## src/rtl/can_stat_pkg.sv

```systemverilog
package can_stat_pkg;

    typedef enum logic [2:0] {
        S_IDLE  = 3'd0,
        S_XMIT  = 3'd1,
        S_XERR  = 3'd2,
        S_XDONE = 3'd3,
        S_BOFF  = 3'd4
    } tx_state_e;

endpackage

```

## src/rtl/can_stat_level.sv

```systemverilog
module can_stat_level #(
    parameter int CNT_W      = 9,
    parameter int WARN_LIMIT = 96
) (
    input  logic             clk,
    input  logic             rst_n,
    input  logic [CNT_W-1:0] tec_i,
    input  logic [CNT_W-1:0] rec_i,
    input  logic             clr_i,
    output logic             bo_next_o,
    output logic             bo_o,
    output logic             warn_o,
    output logic [CNT_W-2:0] tec_low_o
);

    localparam logic [CNT_W-1:0] BO_LIMIT = CNT_W'(1) << (CNT_W - 1);
    localparam logic [CNT_W-1:0] WARN_LVL = CNT_W'(WARN_LIMIT);

    logic bo_q;
    logic warn_q;
    logic warn_next;
    logic tec_warn;
    logic rec_warn;

    // Bus-off is sticky; a clear outranks a high count in the same cycle.
    always_comb begin
        if (clr_i) begin
            bo_next_o = 1'b0;
        end else begin
            bo_next_o = bo_q | (tec_i >= BO_LIMIT);
        end
    end

    always_comb begin
        tec_warn  = (tec_i >= WARN_LVL) && (tec_i < BO_LIMIT);
        rec_warn  = (rec_i >= WARN_LVL) && (rec_i < BO_LIMIT);
        warn_next = !bo_next_o && (tec_warn || rec_warn);
    end

    always_ff @(posedge clk or negedge rst_n) begin
        if (!rst_n) begin
            bo_q      <= 1'b0;
            warn_q    <= 1'b0;
            tec_low_o <= '0;
        end else begin
            bo_q      <= bo_next_o;
            warn_q    <= warn_next;
            tec_low_o <= tec_i[CNT_W-2:0];
        end
    end

    assign bo_o   = bo_q;
    assign warn_o = warn_q;

    a_r1_busoff_set: assert property (@(posedge clk) disable iff (!rst_n)
        (tec_i >= BO_LIMIT && !clr_i) |=> bo_q);

    a_r2_busoff_clear: assert property (@(posedge clk) disable iff (!rst_n)
        clr_i |=> !bo_q);

    a_r4_warn_quiet_in_bo: assert property (@(posedge clk) disable iff (!rst_n)
        bo_q |-> !warn_q);

endmodule

```

## src/rtl/can_stat_txseq.sv

```systemverilog
module can_stat_txseq
    import can_stat_pkg::*;
(
    input  logic clk,
    input  logic rst_n,
    input  logic bo_next_i,
    input  logic eof7_i,
    input  logic imsn3_i,
    input  logic arb_lost_i,
    input  logic bus_idle_i,
    input  logic rx_start_i,
    input  logic tx_start_i,
    input  logic tx_err_i,
    input  logic halt_i,
    input  logic sw_reset_i,
    input  logic tx_pend_i,
    output logic idle_o,
    output logic ack_o
);

    tx_state_e st_q;
    tx_state_e st_next;
    logic      release_s;
    logic      ack_next;

    assign release_s = arb_lost_i | bus_idle_i | rx_start_i | halt_i;

    // Next-state logic
    always_comb begin
        st_next = st_q;
        if (sw_reset_i) begin
            st_next = S_IDLE;
        end else if (bo_next_i) begin
            st_next = S_BOFF;
        end else begin
            unique case (st_q)
                S_IDLE: begin
                    if (tx_start_i) st_next = S_XMIT;
                end
                S_XMIT: begin
                    if (release_s)     st_next = S_IDLE;
                    else if (tx_err_i) st_next = S_XERR;
                    else if (eof7_i)   st_next = S_XDONE;
                end
                S_XERR, S_XDONE: begin
                    if (release_s)       st_next = S_IDLE;
                    else if (tx_start_i) st_next = S_XMIT;
                    else if (imsn3_i)    st_next = tx_pend_i ? S_XMIT : S_IDLE;
                end
                S_BOFF: begin
                    st_next = S_IDLE;
                end
                default: st_next = S_IDLE;
            endcase
        end
    end

    // State register
    always_ff @(posedge clk or negedge rst_n) begin
        if (!rst_n) st_q <= S_IDLE;
        else        st_q <= st_next;
    end

    assign ack_next = (st_q == S_XMIT) && eof7_i && !tx_err_i && !release_s
                      && !sw_reset_i && !bo_next_i;

    // Registered outputs
    always_ff @(posedge clk or negedge rst_n) begin
        if (!rst_n) begin
            idle_o <= 1'b1;
            ack_o  <= 1'b0;
        end else begin
            idle_o <= (st_next == S_IDLE);
            ack_o  <= ack_next;
        end
    end

    a_r6_start_clears_idle: assert property (@(posedge clk) disable iff (!rst_n)
        (st_q == S_IDLE && tx_start_i && !bo_next_i && !sw_reset_i) |=> !idle_o);

    a_r7_ack_single: assert property (@(posedge clk) disable iff (!rst_n)
        ack_o |=> !ack_o);

    a_r8_eof_keeps_busy: assert property (@(posedge clk) disable iff (!rst_n)
        (st_q == S_XMIT && eof7_i && !tx_err_i && !release_s && !sw_reset_i
         && !bo_next_i) |=> (!idle_o && ack_o));

    a_r9_release_sets_idle: assert property (@(posedge clk) disable iff (!rst_n)
        (release_s && !bo_next_i && st_q != S_IDLE) |=> idle_o);

endmodule

```

## src/rtl/can_status_flags.sv

```systemverilog
module can_status_flags #(
    parameter int CNT_W      = 9,
    parameter int WARN_LIMIT = 96
) (
    input  logic             clk,
    input  logic             rst_n,
    input  logic [CNT_W-1:0] tec_i,
    input  logic [CNT_W-1:0] rec_i,
    input  logic             eof7_i,
    input  logic             imsn3_i,
    input  logic             arb_lost_i,
    input  logic             bus_idle_i,
    input  logic             rx_start_i,
    input  logic             tx_start_i,
    input  logic             tx_err_i,
    input  logic             halt_i,
    input  logic             bo_recover_i,
    input  logic             sw_reset_i,
    input  logic             tx_pend_i,
    output logic             txidle_o,
    output logic             warn_o,
    output logic             busoff_o,
    output logic             txack_o,
    output logic [CNT_W-1:0] tec_view_o
);

    logic             bo_next;
    logic             clr;
    logic [CNT_W-2:0] tec_low;

    assign clr = bo_recover_i | sw_reset_i;

    can_stat_level #(
        .CNT_W      (CNT_W),
        .WARN_LIMIT (WARN_LIMIT)
    ) u_level (
        .clk       (clk),
        .rst_n     (rst_n),
        .tec_i     (tec_i),
        .rec_i     (rec_i),
        .clr_i     (clr),
        .bo_next_o (bo_next),
        .bo_o      (busoff_o),
        .warn_o    (warn_o),
        .tec_low_o (tec_low)
    );

    can_stat_txseq u_txseq (
        .clk        (clk),
        .rst_n      (rst_n),
        .bo_next_i  (bo_next),
        .eof7_i     (eof7_i),
        .imsn3_i    (imsn3_i),
        .arb_lost_i (arb_lost_i),
        .bus_idle_i (bus_idle_i),
        .rx_start_i (rx_start_i),
        .tx_start_i (tx_start_i),
        .tx_err_i   (tx_err_i),
        .halt_i     (halt_i),
        .sw_reset_i (sw_reset_i),
        .tx_pend_i  (tx_pend_i),
        .idle_o     (txidle_o),
        .ack_o      (txack_o)
    );

    assign tec_view_o = {busoff_o, tec_low};

    a_r5_idle_not_busoff: assert property (@(posedge clk) disable iff (!rst_n)
        busoff_o |-> !txidle_o);

    a_r10_view_msb: assert property (@(posedge clk) disable iff (!rst_n)
        tec_view_o[CNT_W-1] == busoff_o);

endmodule

```

## config.mk

```make
export PLATFORM = sky130hd
export DESIGN_NAME = can_status_flags
export DESIGN_NICKNAME = d
export VERILOG_FILES = /design/src/rtl/can_stat_pkg.sv /design/src/rtl/can_stat_level.sv /design/src/rtl/can_stat_txseq.sv /design/src/rtl/can_status_flags.sv
export SDC_FILE = /design/constraint.sdc
export NUM_CORES = 1
export LEC_CHECK = 0
export BUFFER_PORTS_ARGS = -buffer_cell sky130_fd_sc_hd__buf_2
export CORE_MARGIN = 3
export CORE_UTILIZATION = 36
export CTS_CLUSTER_DIAMETER = 80
export DETAILED_ROUTE_END_ITERATION = 10
export GPL_TIMING_DRIVEN = 0
export MAX_ROUTING_LAYER = met4
export PLACE_DENSITY = 0.83
export RECOVER_POWER = 50
export SYNTH_ARGS = -nofsm -noshare
export SYNTH_HDL_FRONTEND = slang
export SYNTH_SLANG_ARGS = --single-unit
```

## constraint.sdc

```tcl
create_clock -name clk -period 1.5 [get_ports clk]
set_input_delay 0.225 -clock clk [delete_from_list [all_inputs] [get_ports clk]]
set_output_delay 0.225 -clock clk [all_outputs]
set_load 0.02 [all_outputs]
```

# Word level (Yosys, flattened, before mapping)
# Cells that the tools add are included.
dict set report totals {
  register_bits 15
  inputBits 31
  output_inout_bits 13
  wordCells 47
}
dict set report classes {
  n_lt_le_gt_ge 5
  eq_ne 3
  muxes 12
  n_bitwise 5
  n_reduce_logical 16
}
# operator n
set op_table {}
lappend op_table {{3-bit two-way mux} 9}
lappend op_table {{9-bit by 7-bit greater-or-equal comparator with 1-bit output, second input constant} 2}
lappend op_table {{9-bit < comparator, second input constant} 2}
lappend op_table {{9-bit greater-or-equal comparator, second input constant} 1}
lappend op_table {{3-bit one-hot mux with 3 select lines} 1}
lappend op_table {{1-bit logical AND} 8}
lappend op_table {{3-bit by 2-bit equality test with 1-bit output, second input constant} 2}
lappend op_table {{3-bit zero test} 2}
lappend op_table {{1-bit OR} 5}
lappend op_table {{1-bit zero test} 4}
lappend op_table {{3-bit by 1-bit equality test with 1-bit output, second input constant} 1}
lappend op_table {{1-bit two-way mux} 2}
lappend op_table {{2-bit OR reduction} 1}
lappend op_table {{1-bit logical OR} 1}

# Logic depth before layout (Yosys ltp)
# Gate-level depths: netlist of run 1.
dict set report depth {
  word_depth 8
  ltp_mapped 4
  ltp_nobuf 4
}

# Modules after synthesis
# A second synthesis of run 1 with hierarchy kept.
dict set report unflattened {
  cells_unflattened 42
  hier_area_um2 539.3
}
# mod instances cells_each area_per_inst_um2 seq_area_each_um2
set by_module_without_submodules {}
lappend by_module_without_submodules {can_stat_level 1 16 280.3 250.2}
lappend by_module_without_submodules {can_stat_txseq 1 24 245.2 126.4}
lappend by_module_without_submodules {can_status_flags 1 2 13.8 0.0}

# Worst setup path before layout of run 1
# No wires, ideal clock.
dict set report synth_path {
  path_kind {reg2reg}
  startpoint {register u_level.bo_q, in the netlist u_level.bo_o}
  endpoint {register u_txseq.idle_o}
  setup_ps 83
  arrival_time_ps 1054
  t_required_ps 1417
  path_slack_ps 364
  stages_incl_launch_ff 5
  path_buffers 0
  synth_period_minus_slack_ps 1136
  path_cell_list {dfrtp_1 -> o21bai_2 -> nand4_1 -> a21oi_1 -> nor3_2}
}
dict set report synth_between {
  elab_chain_len 5
}
# element line
set synth_rtl {}
lappend synth_rtl {{start, declared} can_stat_level.sv:19} ;# logic bo_q;
lappend synth_rtl {{start signal, assigned} can_stat_level.sv:46} ;# bo_q <= bo_next_o;
lappend synth_rtl {{1-bit OR} can_stat_level.sv:30} ;# bo_next_o = bo_q | (tec_i >= BO_LIMIT);
lappend synth_rtl {{1-bit two-way mux} can_stat_level.sv:27} ;# if (clr_i) begin
lappend synth_rtl {{3-bit two-way mux} can_stat_txseq.sv:33} ;# end else if (bo_next_i) begin
lappend synth_rtl {{3-bit two-way mux} can_stat_txseq.sv:31} ;# if (sw_reset_i) begin
lappend synth_rtl {{net u_txseq.st_next[1]} can_stat_txseq.sv:22} ;# tx_state_e st_next;
lappend synth_rtl {{3-bit zero test} can_stat_txseq.sv:73} ;# idle_o <= (st_next == S_IDLE);
lappend synth_rtl {{end signal, assigned} can_stat_txseq.sv:73}
lappend synth_rtl {{end, declared} can_stat_txseq.sv:17} ;# output logic idle_o,
# The timed path passes the listed nets, and every way through them passes these cells.

# Final worst setup path of run 1
dict set report layout_path {
  startpoint {register u_txseq.st_q[0]}
  endpoint {register u_txseq.idle_o}
}
dict set report layout_between {
  elab_chain_len 7
  word_cells_on_any_way 16
  cone_classes {eq/ne: 3; mux: 10; reduce/logical: 3}
}
# element line
set layout_rtl {}
lappend layout_rtl {{start, declared} can_stat_txseq.sv:21} ;# tx_state_e st_q;
lappend layout_rtl {{start signal, assigned} can_stat_txseq.sv:61} ;# else st_q <= st_next;
lappend layout_rtl {{3-bit two-way mux, on equally long branches} {can_stat_txseq.sv:48, can_stat_txseq.sv:43}}
lappend layout_rtl {{3-bit two-way mux, on equally long branches} {can_stat_txseq.sv:47, can_stat_txseq.sv:42}}
lappend layout_rtl {{3-bit two-way mux, on equally long branches} {can_stat_txseq.sv:46, can_stat_txseq.sv:41}}
lappend layout_rtl {{3-bit one-hot mux with 3 select lines (*)} can_stat_txseq.sv:36} ;# unique case (st_q)
lappend layout_rtl {{3-bit two-way mux (*)} can_stat_txseq.sv:33}
lappend layout_rtl {{3-bit two-way mux (*)} can_stat_txseq.sv:31}
lappend layout_rtl {{net u_txseq.st_next[0]} can_stat_txseq.sv:22}
lappend layout_rtl {{3-bit zero test (*)} can_stat_txseq.sv:73}
# The timed path passes the listed nets; every way through them passes the cells marked *.

==> impl_metrics.toml, run 1 <==
[run_status]
run_status = "finished clean"

[power_and_ir_drop]
cell_internal_pwr_mw = 0.5829
power.switching_fraction_pct = 24.83
combinationalPowerShare_pct = 15.5
share_seq_of_total_power_pct = 55.8
power.share.clock_pct = 28.7
power.switching_mw = 0.1925
leakagePower_nw = 0.4041
power-per-cell-area_mw_per_mm2 = 976.0
total_chip_power_mw = 0.7755
power.ir.vdd_worst_mv = 0.5795

[placed_design]
post-dp-hpwl_um = 970.6
placement.cell_area_um2 = 760.7
io_buffer_count = 38
gp_congestion = 0.6552

[sta]
final-setup-viol-count = 0
period_minus_slack_ps = 1196
rsz_0062_raised_after_global_routing = "no"
timing.final.crit_share_pct = 79.72
finalHoldViolCount = 0
worst_max_slew_pin_slew_ps = 741.9
timing.clock.skew_ps = 0.6192
timing.max_slew.rel_slack_pct = 50.54
fin_setup_tns_ps = 0
fmax_mhz = 836.2
drv_slew = 0

[cells_and_area]
insertedDiodeCount = 0
layout-drive-gt1-share_pct = 54.12
fillCellCount = 132
fin_nets = 117
finalInstanceArea_um2 = 794.5
syn_to_final_growth_pct = 43.99

[critical_path]
cp_cell_sequence = "mux2_4 -> a21oi_2 -> o22ai_2 -> nor3_2"
worst_path_max_delay_cell = "dfrtp_1"
cp.arrival_ps = 1400
critPathLaunch = "u_txseq.st_q[0]"
critPathLaunchType = "register"
critical_path.top_delay_family = "flip-flops"
regToRegStartpoint = "u_txseq.st_q[0]"
critPathRequiredTime_ps = 1700
critical_path_class = "reg2reg"
setup.worst_path.end_class = "register"
worst-path-max-fanout = 5
count_of_buffering_cells_on_the_critical_path_with_inverters_included = 0
worst_path_largest_cell_delay_ps = 430

[synth]
yosys.cell_types.count = 20
synthesis.instances = 42
yosys_warnings = 0
synth-seq-area-share_pct = 68.25
syn-cell-area_um2 = 551.8
synthesis.area_per_instance_um2 = 13.14
synth_nets = 73
synth_seq_cells = 15

[detailed_routing]
route.detailed.drc = 0
drt_pass1_iterations = 4
vias_per_cell = 4.920
avgRoutedWirePerCell_um = 12.02
routed_wirelength_um = 1202
drt_iter0_markers = 7
ant_nets = 0
total_vias_in_the_final_route = 492

[global_routing]
gr-usage-all-layers_pct = 13.97
first_pass_grt_wire_length_um = 1932
globalRouteOverflowTotal = 0
first_global_vias = 466
grt_antenna_before_repair = 0
grt_start_max_net_pins = 16

[clock_tree]
cts_setup_buffers = 0
tritoncts = "done"
hold_fix_buffers_at_cts = 1
cts-buffers-inserted = 3
cts.path.max_buffers = 2
cts.htree.levels = 1
path_clk_slew_ps = 80
cts-resized-gates = 0
clk-insertion-delay-late_ps = 270
cts_root_buf = "clkbuf_4"
clock_sink_count = 15

[floorplan]
die_height_um = 45.15
floorplan.initialDensity_pct = 40.38
coreArea_mm2 = 0.001366
die_area_mm2 = 0.002039
die_w_um = 45.15
design.portCount = 44
floorplan.rows = 13

[worst_hold_path]
worstHoldPathType = "in2reg"
hold_path_startpoint = "tec_i[1]"

[run]
maxCapViolations = 0
==> layout make-up <==
| class | count | area, um^2 | share of cell area (%) |
|---|---|---|---|
| buffer | 1 | 7.507 | 0.9449 |
| clock buffer | 4 | 26.28 | 3.307 |
| multi-input combinational | 26 | 167.7 | 21.10 |
| sequential | 15 | 376.6 | 47.40 |
| tap | 15 | 18.77 | 2.362 |
| timing repair buffer | 39 | 197.7 | 24.88 |
==> worst paths after layout <==
check	endpoint	slack (ps)	depth (start not counted)
max	u_txseq.idle_o	300	4
min	u_level.tec_low_o[1]	50	1
max reg2reg	u_txseq.idle_o	300	4
min reg2reg	u_txseq.ack_o	610	2
max in group asynchronous	u_txseq.st_q[2]	520	2
min in group asynchronous	u_level.tec_low_o[4]	520	2
==> cell usage after synthesis, drive strengths merged <==
library cell | instances | area, um^2
nor2 | 8 | 30.03
o22a | 1 | 8.760
o22ai | 1 | 12.51
mux2 | 1 | 15.01
nand4 | 1 | 6.260
o21ai | 1 | 5.000
nand3 | 1 | 5.000
o21bai | 1 | 11.26
nor3b | 1 | 7.510
a31oi | 1 | 6.260
nand2 | 1 | 3.750
nor3 | 2 | 15.01
or2 | 1 | 6.260
buf | 1 | 7.510
dfrtp | 14 | 350.3
nand4bb | 1 | 11.26
a21oi | 4 | 23.77
dfstp | 1 | 26.28
==> stage by stage <==
step	instances	hold slack, ps	utilization, %	setup slack [ps]
detailed placement	95	138.0	55.68	303.0
global route	100	36.48	58.15	212.2
CTS	100	43.71	58.33	294.1
global placement	95	130.0	55.68	339.9
floorplan	42	-70.59	-	363.6
finish	100	51.24	58.15	304.1
==> per-layer routing <==
layer	vias up	track usage [%]	routed length (um)	share of wire (%)
met1	227	14.32	421	35
li1	234	-	-	-
met5	-	-	0	0
met3	0	3.984	117	9.7
met2	31	24.86	663	55
met4	0	5.263	0	0
==> power groups by stage <==
stage	registers [mW]	logic [mW]	clock network (mW)
final	0.433	0.120	0.222
after global routing	0.436	0.133	0.249
after CTS	0.433	0.123	0.229
after detailed placement	0.441	0.121	0
after global placement	0.440	0.117	0
after floorplan	0.464	0.0315	0
==> layout by cell type (no fill, tap or decap), types with 3 or more instances in the layout <==
cell,netlist,routed
buf_2,0,36
clkbuf_1,0,3
dfrtp_1,14,14
clkbuf_4,0,3
a21oi_1,3,3
nor2_1,8,8
==> logic make-up after synthesis <==
group,after synthesis,synth area share (%)
simple gates,16,15.42
compound gates,9,12.24
mux,1,2.720
flops,15,68.26
buf+inv,1,1.361
==> state kept, by name, summed over array words and instances (netlist names) <==
name / cells
u_txseq.idle_o: 1
u_txseq.ack_o: 1
u_txseq.st_q: 3
u_level.tec_low_o: 8
u_level.bo_o: 1
u_level.warn_o: 1
==> worst reg2reg max path, cell delays in order (launching register included) <==
cell	delay (ps)
dfrtp_1	430
mux2_4	290
a21oi_2	150
o22ai_2	110
nor3_2	160
Note: power is estimated with default switching activity, not from simulation.
==> run 2, diff against run 1 <==
==> constraint.sdc (replaced) <==
create_clock -name clk -period 1.2 [get_ports clk]
set_input_delay 0.18 -clock clk [delete_from_list [all_inputs] [get_ports clk]]
set_output_delay 0.18 -clock clk [all_outputs]
set_load 0.02 [all_outputs]
==> impl_metrics.toml, run 2 (synthesis gave the netlist of run 1 again) <==
[floorplan]
floorplan.initialDensity_pct = 40.38
die_w_um = 45.15
coreArea_mm2 = 0.001366
design.portCount = 44
die_height_um = 45.15
die_area_mm2 = 0.002039
floorplan.rows = 13

[sta]
period_minus_slack_ps = 1144
worst_max_slew_pin_slew_ps = 756.0
timing.max_slew.rel_slack_pct = 49.60
timing.final.crit_share_pct = 95.37
finalHoldViolCount = 0
drv_slew = 0
fin_setup_tns_ps = 0
timing.clock.skew_ps = 0.9307
hold_ws_ps = 22.65
setup_ws_ps = 55.53
fmax_mhz = 873.8
final-setup-viol-count = 0
rsz_0062_raised_after_global_routing = "yes"

[cells_and_area]
registers.top_by_ff_count = "u_level.tec_low_o"
layout_top_registers = "u_level.tec_low_o: 8 flops, u_txseq.st_q: 3 flops"
insertedDiodeCount = 0
final_common_cell = "buf_2"
syn_to_final_growth_pct = 60.32
fin_nets = 125
final_cell_count_no_fill = 108
layout-drive-gt1-share_pct = 55.91
most-common-layout-cells = "35 x buf_2, 14 x dfrtp_1, 7 x nor2_1"
post-route-util_pct = 64.74
largest_register_ff_count = 8

[placed_design]
place.detailed.instances = 95
post-dp-hpwl_um = 970.6
gp_congestion = 0.6552
io_buffer_count = 38
place_ws_ps = 3.026

[clock_tree]
clk-insertion-delay-late_ps = 270
tritoncts = "done"
cts.htree.levels = 1
clock_sink_count = 15
path_clk_slew_ps = 80
cts_root_buf = "clkbuf_4"
cts-buffers-inserted = 3
cts.path.max_buffers = 2

[detailed_routing]
avgRoutedWirePerCell_um = 12.80
drt_iter0_markers = 4
total_vias_in_the_final_route = 526
route.detailed.drc = 0
routed_wirelength_um = 1382
vias_per_cell = 4.870
ant_nets = 0
drt_pass1_iterations = 4

[global_routing]
globalRouteOverflowTotal = 0
grt_start_max_net_pins = 16
grt_antenna_before_repair = 0
first_global_vias = 475
first_pass_grt_wire_length_um = 1918
gr-usage-all-layers_pct = 13.88

[critical_path]
critPathRequiredTime_ps = 1400
critical_path_class = "reg2reg"
critPathLaunchType = "register"
setup.worst_path.end_class = "register"
cp.arrival_ps = 1350
worst-path-max-fanout = 3
worst_r2r_path_depth = 4

[run]
maxCapViolations = 0

[power_and_ir_drop]
leakagePower_nw = 0.4408
power-per-cell-area_mw_per_mm2 = 1122
power.ir.vdd_worst_mv = 0.7237

[run_status]
run_status = "finished clean"

[worst_hold_path]
worstHoldPathType = "in2reg"
worst_hold_path.num_cells = 1
==> run 2: final timing paths <==
check / from / end / slack [ps]
min in group asynchronous: rst_n / u_txseq.st_q[0] / 490
hold reg to reg: u_txseq.st_q[2] / u_txseq.st_q[0] / 650
setup reg to reg: u_level.bo_o / u_txseq.idle_o / 60
max in group asynchronous: rst_n / u_level.warn_o / 240
hold / removal: tec_i[5] / u_level.tec_low_o[5] / 20
setup / recovery: u_level.bo_o / u_txseq.idle_o / 60
==> run 2: power breakdown <==
group          switching [mW]  leakage [nW]  internal (mW)  total [mW]
Clock                   0.147        0.0150          0.129       0.276
Combinational          0.0885         0.242         0.0862       0.175
Sequential             0.0105         0.184          0.532       0.542
Total                   0.246         0.441          0.747       0.993
==> run 2: worst max-delay path, stage by stage, from the launching register on <==
cell,delay [ps]
dfrtp_1,410
o21bai_2,160
nand4_1,210
o22ai_2,240
nor3_2,50
==> run 2: layer usage <==
layer  global-route usage [%]  wire length, um  up-vias
met3                    3.984              103        0
met2                    25.14              774       27
met4                    5.263                0        0
li1                         -                -      251
met5                        -                0        -
met1                    13.82              504      248
==> run 2: what timing repair did <==
item / 4_1_cts / 5_1_grt
hold buffers: 2 / 4
hold endpoints to repair: 15 / 4
gates cloned: 0 / 0
pin swaps: 1 / 4
endpoints found under the setup margin: 1 / 4
gates resized for setup: 0 / 5
buffers inserted: 0 / 3
==> run 2: stage by stage <==
stage | area [um^2] | total power [mW]
finish | 884.6 | 0.9926
global route | 884.6 | 1.048
CTS | 807.0 | 0.9853
detailed placement | 760.7 | 0.7019
global placement | 760.7 | 0.6956
floorplan | 551.8 | 0.6193
==> run 2: area by class of cell <==
type                    instances  area (um^2)
repair buffers                 47        276.5
fillers                       122        481.7
flip-flops and latches         15        376.6
multi-input cells              26        178.9
well taps                      15        18.77
plain buffers                   1        7.507
clock buffers                   4        26.28
==> run 3, diff against run 2 <==
==> constraint.sdc (replaced) <==
create_clock -name clk -period 1.2 [get_ports clk]
set_input_delay 0.18 -clock clk [delete_from_list [all_inputs] [get_ports clk]]
set_output_delay 0.18 -clock clk [all_outputs]
set_load 0.005 [all_outputs]
==> impl_metrics.toml, run 3 (synthesis gave the netlist of run 1 again) <==
[detailed_routing]
route.detailed.drc = 0
drt_pass1_iterations = 4
total_vias_in_the_final_route = 524
routed_wirelength_um = 1373
topRoutingLayerUsed = "met3"
met1Wirelength_um = 504
ant_nets = 0
avgRoutedWirePerCell_um = 12.71
vias_per_cell = 4.852
drt_iter0_markers = 4
met2WireLength_um = 765
wl_met3_um = 103

[critical_path]
worst-path-max-fanout = 3
reg2reg_setup_slack_ps = 60
worst_path_largest_cell_delay_ps = 410
cp_cell_sequence = "o21bai_2 -> nand4_1 -> o22ai_2 -> nor3_2"
critPathLaunchType = "register"
worst_path_max_delay_cell = "dfrtp_1"
r2r-end = "u_txseq.idle_o"
worst_r2r_path_depth = 4
critical_path_class = "reg2reg"
cp.arrival_ps = 1340
regToRegStartpoint = "u_level.bo_o"
crit_end = "u_txseq.idle_o"
critPathRequiredTime_ps = 1400
critPathLaunch = "u_level.bo_o"
setup.worst_path.end_class = "register"

[cells_and_area]
fillCellCount = 124
insertedDiodeCount = 0
layout-drive-gt1-share_pct = 55.91
most-common-layout-cells = "36 x buf_2, 14 x dfrtp_1, 7 x nor2_1"
final_cell_count_no_fill = 108
layout_top_registers = "u_level.tec_low_o: 8 flops, u_txseq.st_q: 3 flops"
finalInstanceArea_um2 = 878.3
fin_nets = 125
syn_to_final_growth_pct = 59.18
registers.top_by_ff_count = "u_level.tec_low_o"
largest_register_ff_count = 8
final_common_cell = "buf_2"

[clock_tree]
path_clk_slew_ps = 80
clk-insertion-delay-late_ps = 270
cts-buffers-inserted = 3
tritoncts = "done"
cts.htree.levels = 1
clock_sink_count = 15
cts_root_buf = "clkbuf_4"
cts.path.max_buffers = 2

[placed_design]
place.detailed.instances = 95
post-dp-hpwl_um = 970.6
placement.cell_area_um2 = 760.7
gp_congestion = 0.6552
place_ws_ps = 3.026
io_buffer_count = 38

[sta]
period_minus_slack_ps = 1142
drv_slew = 0
timing.max_slew.rel_slack_pct = 49.60
final-setup-viol-count = 0
fmax_mhz = 875.9
setup_ws_ps = 58.29
timing.final.crit_share_pct = 95.14
finalHoldViolCount = 0
timing.clock.skew_ps = 0.9450
rsz_0062_raised_after_global_routing = "yes"
fin_setup_tns_ps = 0
worst_max_slew_pin_slew_ps = 756.0

[floorplan]
coreArea_mm2 = 0.001366
die_area_mm2 = 0.002039
floorplan.rows = 13
design.portCount = 44
floorplan.initialDensity_pct = 40.38
die_height_um = 45.15
die_w_um = 45.15

[power_and_ir_drop]
leakagePower_nw = 0.4398
power-per-cell-area_mw_per_mm2 = 1095
power.ir.vdd_worst_mv = 0.7167

[global_routing]
first_pass_grt_wire_length_um = 1918
gr-usage-all-layers_pct = 13.88
first_global_vias = 475
grt_antenna_before_repair = 0
grt_start_max_net_pins = 16
globalRouteOverflowTotal = 0

[run_status]
run_status = "finished clean"

[worst_hold_path]
hold_path_startpoint = "tec_i[5]"
worstHoldPathType = "in2reg"

[run]
maxCapViolations = 0
## run 3: cell counts in the layout (fill, tap and decap cells not counted)
Identical to the previous run, type by type.
## run 3: worst max-delay path: cells and delay by family (launching register included)
family | cells | cell delay [ps]
AOI/OAI and AO/OA | 2 | 400
and+or+nand+nor | 2 | 260
DFF | 1 | 410
## run 3: repair_timing
action,in CTS,in global routing
hold endpoints to repair,15,4
buffers inserted,0,3
setup endpoints to repair,1,3
hold buffers,2,4
gates resized for setup,0,3
pin swaps,1,4
## run 3: cell type report
| class | instances | area [um^2] | share of cell area (%) |
|---|---|---|---|
| Clock buffer | 4 | 26.28 | 2.991 |
| Buffer | 1 | 7.507 | 0.8547 |
| Multi-Input combinational cell | 26 | 178.9 | 20.37 |
| Tap cell | 15 | 18.77 | 2.137 |
| Sequential cell | 15 | 376.6 | 42.88 |
| Timing Repair Buffer | 47 | 270.3 | 30.77 |
## run 3: layer usage
layer  up-vias  track usage [%]
met4         0            5.263
met5         -                -
met2        27            25.14
met1       246            13.82
li1        251                -
met3         0            3.984
## run 3: stage by stage
step / hold WS [ps] / utilization [%] / power (mW)
detailed placement: 92.98 / 55.68 / 0.6739
global placement: 85.05 / 55.68 / 0.6676
floorplan: -115.6 / - / 0.5916
finish: 22.65 / 64.29 / 0.9622
global route: 4.277 / 64.29 / 1.018
CTS: 5.304 / 59.07 / 0.9573
## run 3: power by group
| part | switching (mW) | internal (mW) | leakage, nW | total (mW) |
|---|---|---|---|---|
| sequential | 0.0105 | 0.532 | 0.184 | 0.542 |
| clock | 0.147 | 0.129 | 0.0150 | 0.276 |
| combinational | 0.0607 | 0.0836 | 0.241 | 0.144 |
## run 3: how the worst min path moves through the flow
stage	endpoint	slack, ps	cells after the start
6_report	u_level.tec_low_o[5]	20	1
5_1_grt	u_level.tec_low_o[6]	4	1
4_1_cts	u_level.tec_low_o[2]	5	1
3_5_place_dp	u_level.tec_low_o[1]	90	1
3_3_place_gp	u_txseq.ack_o	90	1
2_1_floorplan	u_level.bo_o	-120	0
